==> src/rtl/mfc_pkg.sv <==
package mfc_pkg;

  localparam int MFC_ROLE_W = 2;
  localparam int MFC_SEL_W  = 2;
  localparam int MFC_NROUTE = 2;

  typedef enum logic [1:0] {
    RT_D  = 2'd0,
    RT_T  = 2'd1,
    RT_JK = 2'd2
  } mfc_rtype_e;

  localparam logic A_DATA = 1'b0;
  localparam logic [MFC_ROLE_W-1:0] B_K      = 2'd1;
  localparam logic [MFC_ROLE_W-1:0] B_PRESET = 2'd2;
  localparam logic [MFC_ROLE_W-1:0] C_CLK    = 2'd1;
  localparam logic [MFC_ROLE_W-1:0] C_RESET  = 2'd2;
  localparam logic [MFC_ROLE_W-1:0] D_FB     = 2'd0;
  localparam logic [MFC_ROLE_W-1:0] D_CLK    = 2'd1;
  localparam logic [MFC_ROLE_W-1:0] D_OE     = 2'd2;

  localparam logic [MFC_SEL_W-1:0] SEL_Q = 2'd0;
  localparam logic [MFC_SEL_W-1:0] SEL_A = 2'd1;
  localparam logic [MFC_SEL_W-1:0] SEL_B = 2'd2;
  localparam logic [MFC_SEL_W-1:0] SEL_C = 2'd3;

  // Effective register type after the global switch is applied.
  function automatic mfc_rtype_e mfc_eff_type(input logic [1:0] base,
                                              input logic rt_en,
                                              input logic rt_alt,
                                              input logic g_rtype);
    mfc_rtype_e t;
    if (rt_en && g_rtype) begin
      t = rt_alt ? RT_JK : RT_T;
    end else begin
      case (base)
        2'd1:    t = RT_T;
        2'd2:    t = RT_JK;
        default: t = RT_D;
      endcase
    end
    return t;
  endfunction

  // Next value of the state bit on an active cell-clock edge.
  function automatic logic mfc_next_q(input mfc_rtype_e t, input logic q,
                                      input logic j, input logic k);
    logic n;
    case (t)
      RT_T:    n = q ^ j;
      RT_JK:   n = (j & ~q) | (~k & q);
      default: n = j;
    endcase
    return n;
  endfunction

endpackage

==> src/rtl/mfc_clk_edge.sv <==
module mfc_clk_edge
  import mfc_pkg::*;
(
  input  logic clk,
  input  logic rst_n,
  input  logic c_is_clk,
  input  logic d_is_clk,
  input  logic sum_c,
  input  logic sum_d,
  input  logic gclk_lvl,
  input  logic clk_inv,
  output logic tick
);
  logic src_raw;
  logic src_eff;
  logic prev_eff;

  always_comb begin
    if (c_is_clk)      src_raw = sum_c;
    else if (d_is_clk) src_raw = sum_d;
    else               src_raw = gclk_lvl;
  end

  assign src_eff = src_raw ^ clk_inv;

  // Held high in reset so that a source already high at release is no edge.
  always_ff @(posedge clk or negedge rst_n) begin
    if (!rst_n) prev_eff <= 1'b1;
    else        prev_eff <= src_eff;
  end

  assign tick = src_eff & ~prev_eff;

endmodule

==> src/rtl/mfc_state.sv <==
module mfc_state
  import mfc_pkg::*;
#(
  parameter logic Q_INIT = 1'b0
)(
  input  logic       clk,
  input  logic       rst_n,
  input  logic       tick,
  input  logic       rst_hit,
  input  logic       pre_hit,
  input  mfc_rtype_e eff_type,
  input  logic       din_j,
  input  logic       din_k,
  output logic       q
);
  logic q_next;

  always_comb begin
    if (rst_hit)      q_next = 1'b0;
    else if (pre_hit) q_next = 1'b1;
    else if (tick)    q_next = mfc_next_q(eff_type, q, din_j, din_k);
    else              q_next = q;
  end

  always_ff @(posedge clk or negedge rst_n) begin
    if (!rst_n) q <= Q_INIT;
    else        q <= q_next;
  end

endmodule

==> src/rtl/mfc_route.sv <==
module mfc_route
  import mfc_pkg::*;
(
  input  logic [MFC_SEL_W-1:0] sel,
  input  logic                 q,
  input  logic                 sum_a,
  input  logic                 sum_b,
  input  logic                 sum_c,
  output logic                 y
);
  always_comb begin
    case (sel)
      SEL_A:   y = sum_a;
      SEL_B:   y = sum_b;
      SEL_C:   y = sum_c;
      default: y = q;
    endcase
  end
endmodule

==> src/rtl/mfc_cell.sv <==
module mfc_cell
  import mfc_pkg::*;
#(
  parameter logic Q_INIT = 1'b0
)(
  input  logic                  clk,
  input  logic                  rst_n,
  input  logic                  sum_a,
  input  logic                  sum_b,
  input  logic                  sum_c,
  input  logic                  sum_d,
  input  logic                  gclk_lvl,
  input  logic                  g_preset,
  input  logic                  g_reset,
  input  logic                  g_rtype,
  input  logic                  cfg_a_role,
  input  logic [MFC_ROLE_W-1:0] cfg_b_role,
  input  logic [MFC_ROLE_W-1:0] cfg_c_role,
  input  logic [MFC_ROLE_W-1:0] cfg_d_role,
  input  logic [1:0]            cfg_type,
  input  logic                  cfg_rt_en,
  input  logic                  cfg_rt_alt,
  input  logic                  cfg_clk_inv,
  input  logic [MFC_SEL_W-1:0]  cfg_io_sel,
  input  logic [MFC_SEL_W-1:0]  cfg_fb_sel,
  output logic                  io_out,
  output logic                  io_oe,
  output logic                  fb_out,
  output logic                  bur_out
);
  // Named internal events, also observed by the bound checker.
  logic       tick;
  logic       rst_hit;
  logic       pre_hit;
  logic       din_j;
  logic       din_k;
  logic       q;
  mfc_rtype_e eff_type;
  logic [1:0] eff_type_bits;

  assign rst_hit       = ((cfg_c_role == C_RESET) & sum_c) | g_reset;
  assign pre_hit       = ((cfg_b_role == B_PRESET) & sum_b) | g_preset;
  assign din_j         = (cfg_a_role == A_DATA) & sum_a;
  assign din_k         = (cfg_b_role == B_K) & sum_b;
  assign eff_type      = mfc_eff_type(cfg_type, cfg_rt_en, cfg_rt_alt, g_rtype);
  assign eff_type_bits = eff_type;

  mfc_clk_edge u_edge (
    .clk      (clk),
    .rst_n    (rst_n),
    .c_is_clk (cfg_c_role == C_CLK),
    .d_is_clk (cfg_d_role == D_CLK),
    .sum_c    (sum_c),
    .sum_d    (sum_d),
    .gclk_lvl (gclk_lvl),
    .clk_inv  (cfg_clk_inv),
    .tick     (tick)
  );

  mfc_state #(.Q_INIT(Q_INIT)) u_state (
    .clk      (clk),
    .rst_n    (rst_n),
    .tick     (tick),
    .rst_hit  (rst_hit),
    .pre_hit  (pre_hit),
    .eff_type (eff_type),
    .din_j    (din_j),
    .din_k    (din_k),
    .q        (q)
  );

  logic [MFC_SEL_W-1:0] route_sel [MFC_NROUTE];
  logic [MFC_NROUTE-1:0] route_y;

  assign route_sel[0] = cfg_io_sel;
  assign route_sel[1] = cfg_fb_sel;

  for (genvar g = 0; g < MFC_NROUTE; g++) begin : g_route
    mfc_route u_route (
      .sel   (route_sel[g]),
      .q     (q),
      .sum_a (sum_a),
      .sum_b (sum_b),
      .sum_c (sum_c),
      .y     (route_y[g])
    );
  end

  assign io_out  = route_y[0];
  assign fb_out  = route_y[1];
  assign io_oe   = (cfg_d_role == D_OE) ? sum_d : 1'b1;
  assign bur_out = (cfg_d_role == D_FB) & sum_d;

endmodule

==> config.mk <==
export PLATFORM = sky130hd
export DESIGN_NAME = mfc_cell
export DESIGN_NICKNAME = d
export VERILOG_FILES = /design/src/rtl/mfc_pkg.sv /design/src/rtl/mfc_clk_edge.sv /design/src/rtl/mfc_state.sv /design/src/rtl/mfc_route.sv /design/src/rtl/mfc_cell.sv
export SDC_FILE = /design/constraint.sdc
export NUM_CORES = 1
export LEC_CHECK = 0
export CORE_AREA = 2 2 39 41
export CTS_CLUSTER_DIAMETER = 50
export DETAILED_ROUTE_END_ITERATION = 8
export DIE_AREA = 0 0 41 43
export PLACE_DENSITY = 0.71
export SYNTH_ARGS = -nofsm -noshare
export SYNTH_HDL_FRONTEND = slang
export SYNTH_SLANG_ARGS = --single-unit
==> constraint.sdc <==
create_clock -name clk -period 2.5 [get_ports clk]
set_input_delay 0.375 -clock clk [delete_from_list [all_inputs] [get_ports clk]]
set_output_delay 0.375 -clock clk [all_outputs]
set_load 0.03 [all_outputs]
======== Word level (Yosys, flattened, before mapping) ========
Index checks and enable logic that the tools add are counted.
operators by class
  equality and inequality tests ........... 16
  multiplexer cells ....................... 12
  bitwise logic cells ..................... 17
  reduce and logical (&&, ||, !) cells .... 3
operators by type and width
  kind                                                                   number
  2-bit equality test, second input constant                             9
  2-bit by 1-bit equality test with 1-bit output, second input constant  7
  1-bit bitwise AND                                                      8
  1-bit 2-to-1 mux                                                       6
  1-bit one-hot mux with 3 select lines                                  2
  2-bit 2-to-1 mux                                                       2
  1-bit inverter                                                         4
  2-bit one-hot mux with 2 select lines                                  1
  1-bit OR                                                               3
  3-bit nonzero test                                                     1
  2-bit logical NOT                                                      1
  1-bit one-hot mux with 2 select lines                                  1
  1-bit XOR                                                              2
  1-bit logical AND                                                      1
storage, ports and cells
  register bits after elaboration ......... 2
  output and inout bits ................... 4

======== Depth between registers and ports, before layout ========
  word-level depth ........................ 9
  gate-level depth with buffers ........... 10

======== By module ========
From an unflattened synthesis, not the netlist that was laid out.
second synthesis, totals
  cell total of the unflattened synthesis .. 41
  area total of the unflattened synthesis .. 356.6 um^2
modules (own cells, without submodules)
  module        instances  cells each  area an instance (um^2)
  mfc_state     1          15          121.4
  mfc_cell      1          15          110.1
  mfc_clk_edge  1          9           80.1
  mfc_route     2          1           22.5

======== Least setup slack after synthesis ========
Ideal clock, no wire load.
  path type ............................... in2reg
  start ................................... input cfg_rt_en
  end ..................................... register u_state.q
  setup time .............................. 96 ps
  arrival ................................. 1545 ps
  required time ........................... 2404 ps
  setup slack ............................. 860 ps
  stages .................................. 10
  buffers on the path ..................... 0
  cells stage by stage .................... nand2_1 nand3b_1 and2_1 inv_1 ha_1 nor2b_1 o211ai_1 o2111ai_1 mux2i_1 a311oi_2
on the way
  longest elaborated chain between the ends .. 7
ends and longest elaborated chain
  item                                                                                          RTL line         RTL
  from (decl)                                                                                   mfc_cell.sv:21   input logic cfg_rt_en,
  1-bit logical AND (*)                                                                         mfc_pkg.sv:33    if (rt_en && g_rtype) begin
  2-bit 2-to-1 mux (*)                                                                          mfc_pkg.sv:33
  2-bit equality test / 2-bit by 1-bit equality test with 1-bit output (equally long branches)  mfc_pkg.sv:49    case (t)
  1-bit one-hot mux with 2 select lines (*)                                                     mfc_pkg.sv:49
  1-bit 2-to-1 mux (*)                                                                          mfc_state.sv:21  else if (tick) q_next = mfc_next_q(eff_type, q, din_j, din_k);
  1-bit 2-to-1 mux (*)                                                                          mfc_state.sv:20  else if (pre_hit) q_next = 1'b1;
  1-bit 2-to-1 mux (*)                                                                          mfc_state.sv:19  if (rst_hit) q_next = 1'b0;
  to (signal assigned)                                                                          mfc_state.sv:27  else q <= q_next;
  to (decl)                                                                                     mfc_state.sv:14  output logic q
Every way passes the cells marked *; elsewhere a longest branch is shown, timed or not. The select of a mux whose other input is x is not followed.
A chain may end at the register's enable or synchronous reset.

======== Worst setup path in the final report ========
  start ................................... input cfg_io_sel[1]
  end ..................................... output io_out
on the way
  longest elaborated chain between the ends .. 2
ends and longest elaborated chain
  item                                                                                          RTL line         RTL
  from (decl)                                                                                   mfc_cell.sv:24   input logic [MFC_SEL_W-1:0] cfg_io_sel,
  2-bit equality test / 2-bit by 1-bit equality test with 1-bit output (equally long branches)  mfc_route.sv:12  case (sel)
  1-bit one-hot mux with 3 select lines (*)                                                     mfc_route.sv:12
  to (decl)                                                                                     mfc_cell.sv:26   output logic io_out,
Every way passes the cells marked *; elsewhere a longest branch is shown, timed or not.

==> results_dict.tcl <==
set metrics [dict create \
    hold_slack_ns 0.307 \
    grt_antenna_before_repair 0 \
    async_flop_share_pct 100 \
    fp.dieArea_um2 1760 \
    synth_top_area_cell "mux4_2" \
    final_cells 94 \
    seqPwrFrac_pct 17.2 \
    finalPower_uw 244 \
    endpoint_kind "output pin" \
    clockBufferDepth 2 \
    vias 457 \
    dr_wl_met3_um 84 \
    grt_overflow_total 0 \
    clkTransAtPathRegs_ns 0.04 \
    cts_setup_buffers 0 \
    synth_common_cells "nand2b_1, inv_1" \
    startpoint_type "input pin" \
    drt_iter0_drc 4 \
    boundaryPins 30 \
    netlist.area_leader.share_pct 11.8 \
    max_slew.worst_pin.slew_ns 0.355 \
    max_cap_violations 0 \
    drive_above_1_share_pct 10.3 \
    post-route-period-util_pct 92.7 \
    hold_buffers 0 \
    cts_resized 0 \
    synth_edf_count 0 \
    dp_hpwl_um 840 \
    crit_arrival_ns 1.94 \
    synth_most_common_cell "nand2b_1" \
    wl_met2_um 472 \
    finalHoldViolations 0 \
    max_freq_mhz 431 \
    layout.nets 107 \
    dieHeight_um 43 \
    syn_area_per_cell_um2 8.70 \
    crit_path_max_fanout 1 \
    cts_root_buf "clkbuf_4" \
    gp_congestion 0.638 \
    top_layer "met3" \
    antennaDiodeCount 0 \
    drc 0 \
    rr_startpoint "u_edge.prev_eff$_DFF_PN1_" \
    wl_per_cell_um 9.95 \
    setup_violations 0 \
    internal_power_uw 172 \
    num_rows 14 \
    p_sw_uw 72.1 \
    dp_cells 90 \
    seq_area_frac_synth_pct 13.4 \
    cts_tree "done" \
    ys_top_cells_by_area "mux4_2, nand2b_1, dfstp_2" \
    portBuffers 29 \
    drt-total-wl_um 935 \
    wl_met1_um 378 \
    h-tree-depth 1 \
    power_density_nw_per_um2 335 \
    setup-tns-final_ns 0 \
    start_util_pct 27.7 \
    min_path_type "in -> async" \
    grt_use_total_pct 13.9 \
    core_um2 1380 \
    firstDrtPassIters 4 \
    clkLatencyLatePin_ns 0.23 \
    required_ns 2.12 \
    first_global_vias 456 \
    netlist_area_um2 383 \
    synth-warning-count 0 \
    slew_viol_final 0 \
    cellLeakagePower_nw 0.304 \
    pwr-share-comb_pct 48.1 \
    outcome "complete, no violations" \
    vdd_ir_drop_max_uv 211 \
    fin_crit_ns 2.32 \
    relSlewSlack_pct 75.7 \
    p_sw_share_pct 29.6 \
    critical_path_class "in -> out" \
    synth_seq_cells 2 \
    grt_max_degree 6 \
    rsz0062_at_grt "no" \
    syn-num-nets 72 \
    cp-startpoint "cfg_io_sel[1]" \
    cts_num_sinks 2 \
    syn2layout_area_growth_pct 89.9 \
    viasPerCell 4.86 \
    netlist_instances 44 \
    finClkSkew_ns 0.00397 \
    ant_nets 0 \
    numCtsBuffers 3 \
    ys_types 29 \
    place_area_um2 701 \
    grt_pass1_wl_mm 1.68 \
    final_cell_area_um2 727 \
    ys.flop_type "dfstp_2" \
    pwr-share-clk_pct 34.7 \
    die_w_um 41 \
]
-- sequential cells by signal, indices dropped and copies added, names as in the netlist --
signal,count
u_edge.prev_eff,1
u_state.q,1
-- cell families (layout without fill, tap and decap cells) --
kind of cell	after synthesis	in the layout	synth area share, %
simple gates	21	21	34.3
fa+ha+maj	2	2	6.53
buf+inv	4	38	3.92
flops	2	2	13.4
compound gates	10	10	22.6
xor+xnor	1	1	2.29
mux	4	4	17.0
-- through the flow --
| stage | setup slack, ns | util [%] |
|---|---|---|
| detailed placement | 0.174 | 50.6 |
| global placement | 0.185 | 50.6 |
| global route | 0.140 | 52.5 |
| finish | 0.182 | 52.5 |
| CTS | 0.174 | 52.5 |
| floorplan | 0.860 | - |
-- cells in the final DEF, fill, tap and decap left out, drive strengths merged, types with 2 or more instances in the layout --
cell / n
nand2b: 6
a211oi: 2
inv: 4
nand3: 2
nand3b: 2
ha: 2
mux4: 2
nand2: 2
mux2i: 2
clkdlybuf4s50: 29
clkbuf: 4
-- power by group through the flow --
stage,Sequential [mW],Clock [mW],Combinational [mW]
detailed placement,0.0422,0,0.118
floorplan,0.0413,0,0.0562
finish,0.0419,0.0845,0.117
CTS,0.0418,0.0882,0.118
global route,0.0431,0.0904,0.129
global placement,0.0423,0,0.116
-- area by class of cell --
type                    count  area [µm²]
fillers                   123         657
multi-input cells          38         317
repair buffers             30         298
flip-flops and latches      2        51.3
clock buffers               4        26.3
well taps                  16        20.0
inverters                   4        15.0
-- path summary, 6_finish.rpt --
check                                                 end  slack (ns)  cells past startpoint
worst max register to register      u_state.q$_DFFE_PN0P_        1.09                      5
worst min register to register      u_state.q$_DFFE_PN0P_        0.82                      3
max in group asynchronous       u_edge.prev_eff$_DFF_PN1_        1.98                      1
worst max-delay path                               io_out        0.18                      3
min in group clk                    u_state.q$_DFFE_PN0P_        0.70                      2
worst min-delay path                u_state.q$_DFFE_PN0P_        0.31                      1
-- worst max-delay path, stage by stage --
cell and delay [ns]:
clkdlybuf4s50_1 0.47, mux4_2 0.49, clkdlybuf4s50_1 0.61
-- metal layers --
| layer | GRT usage, % | vias up |
|---|---|---|
| met2 | 21.6 | 20 |
| met3 | 3.66 | 0 |
| met1 | 16.3 | 201 |
| met4 | 8.00 | 0 |
| li1 | - | 236 |
| met5 | 0 | - |
(Power assumes the default switching activity.)
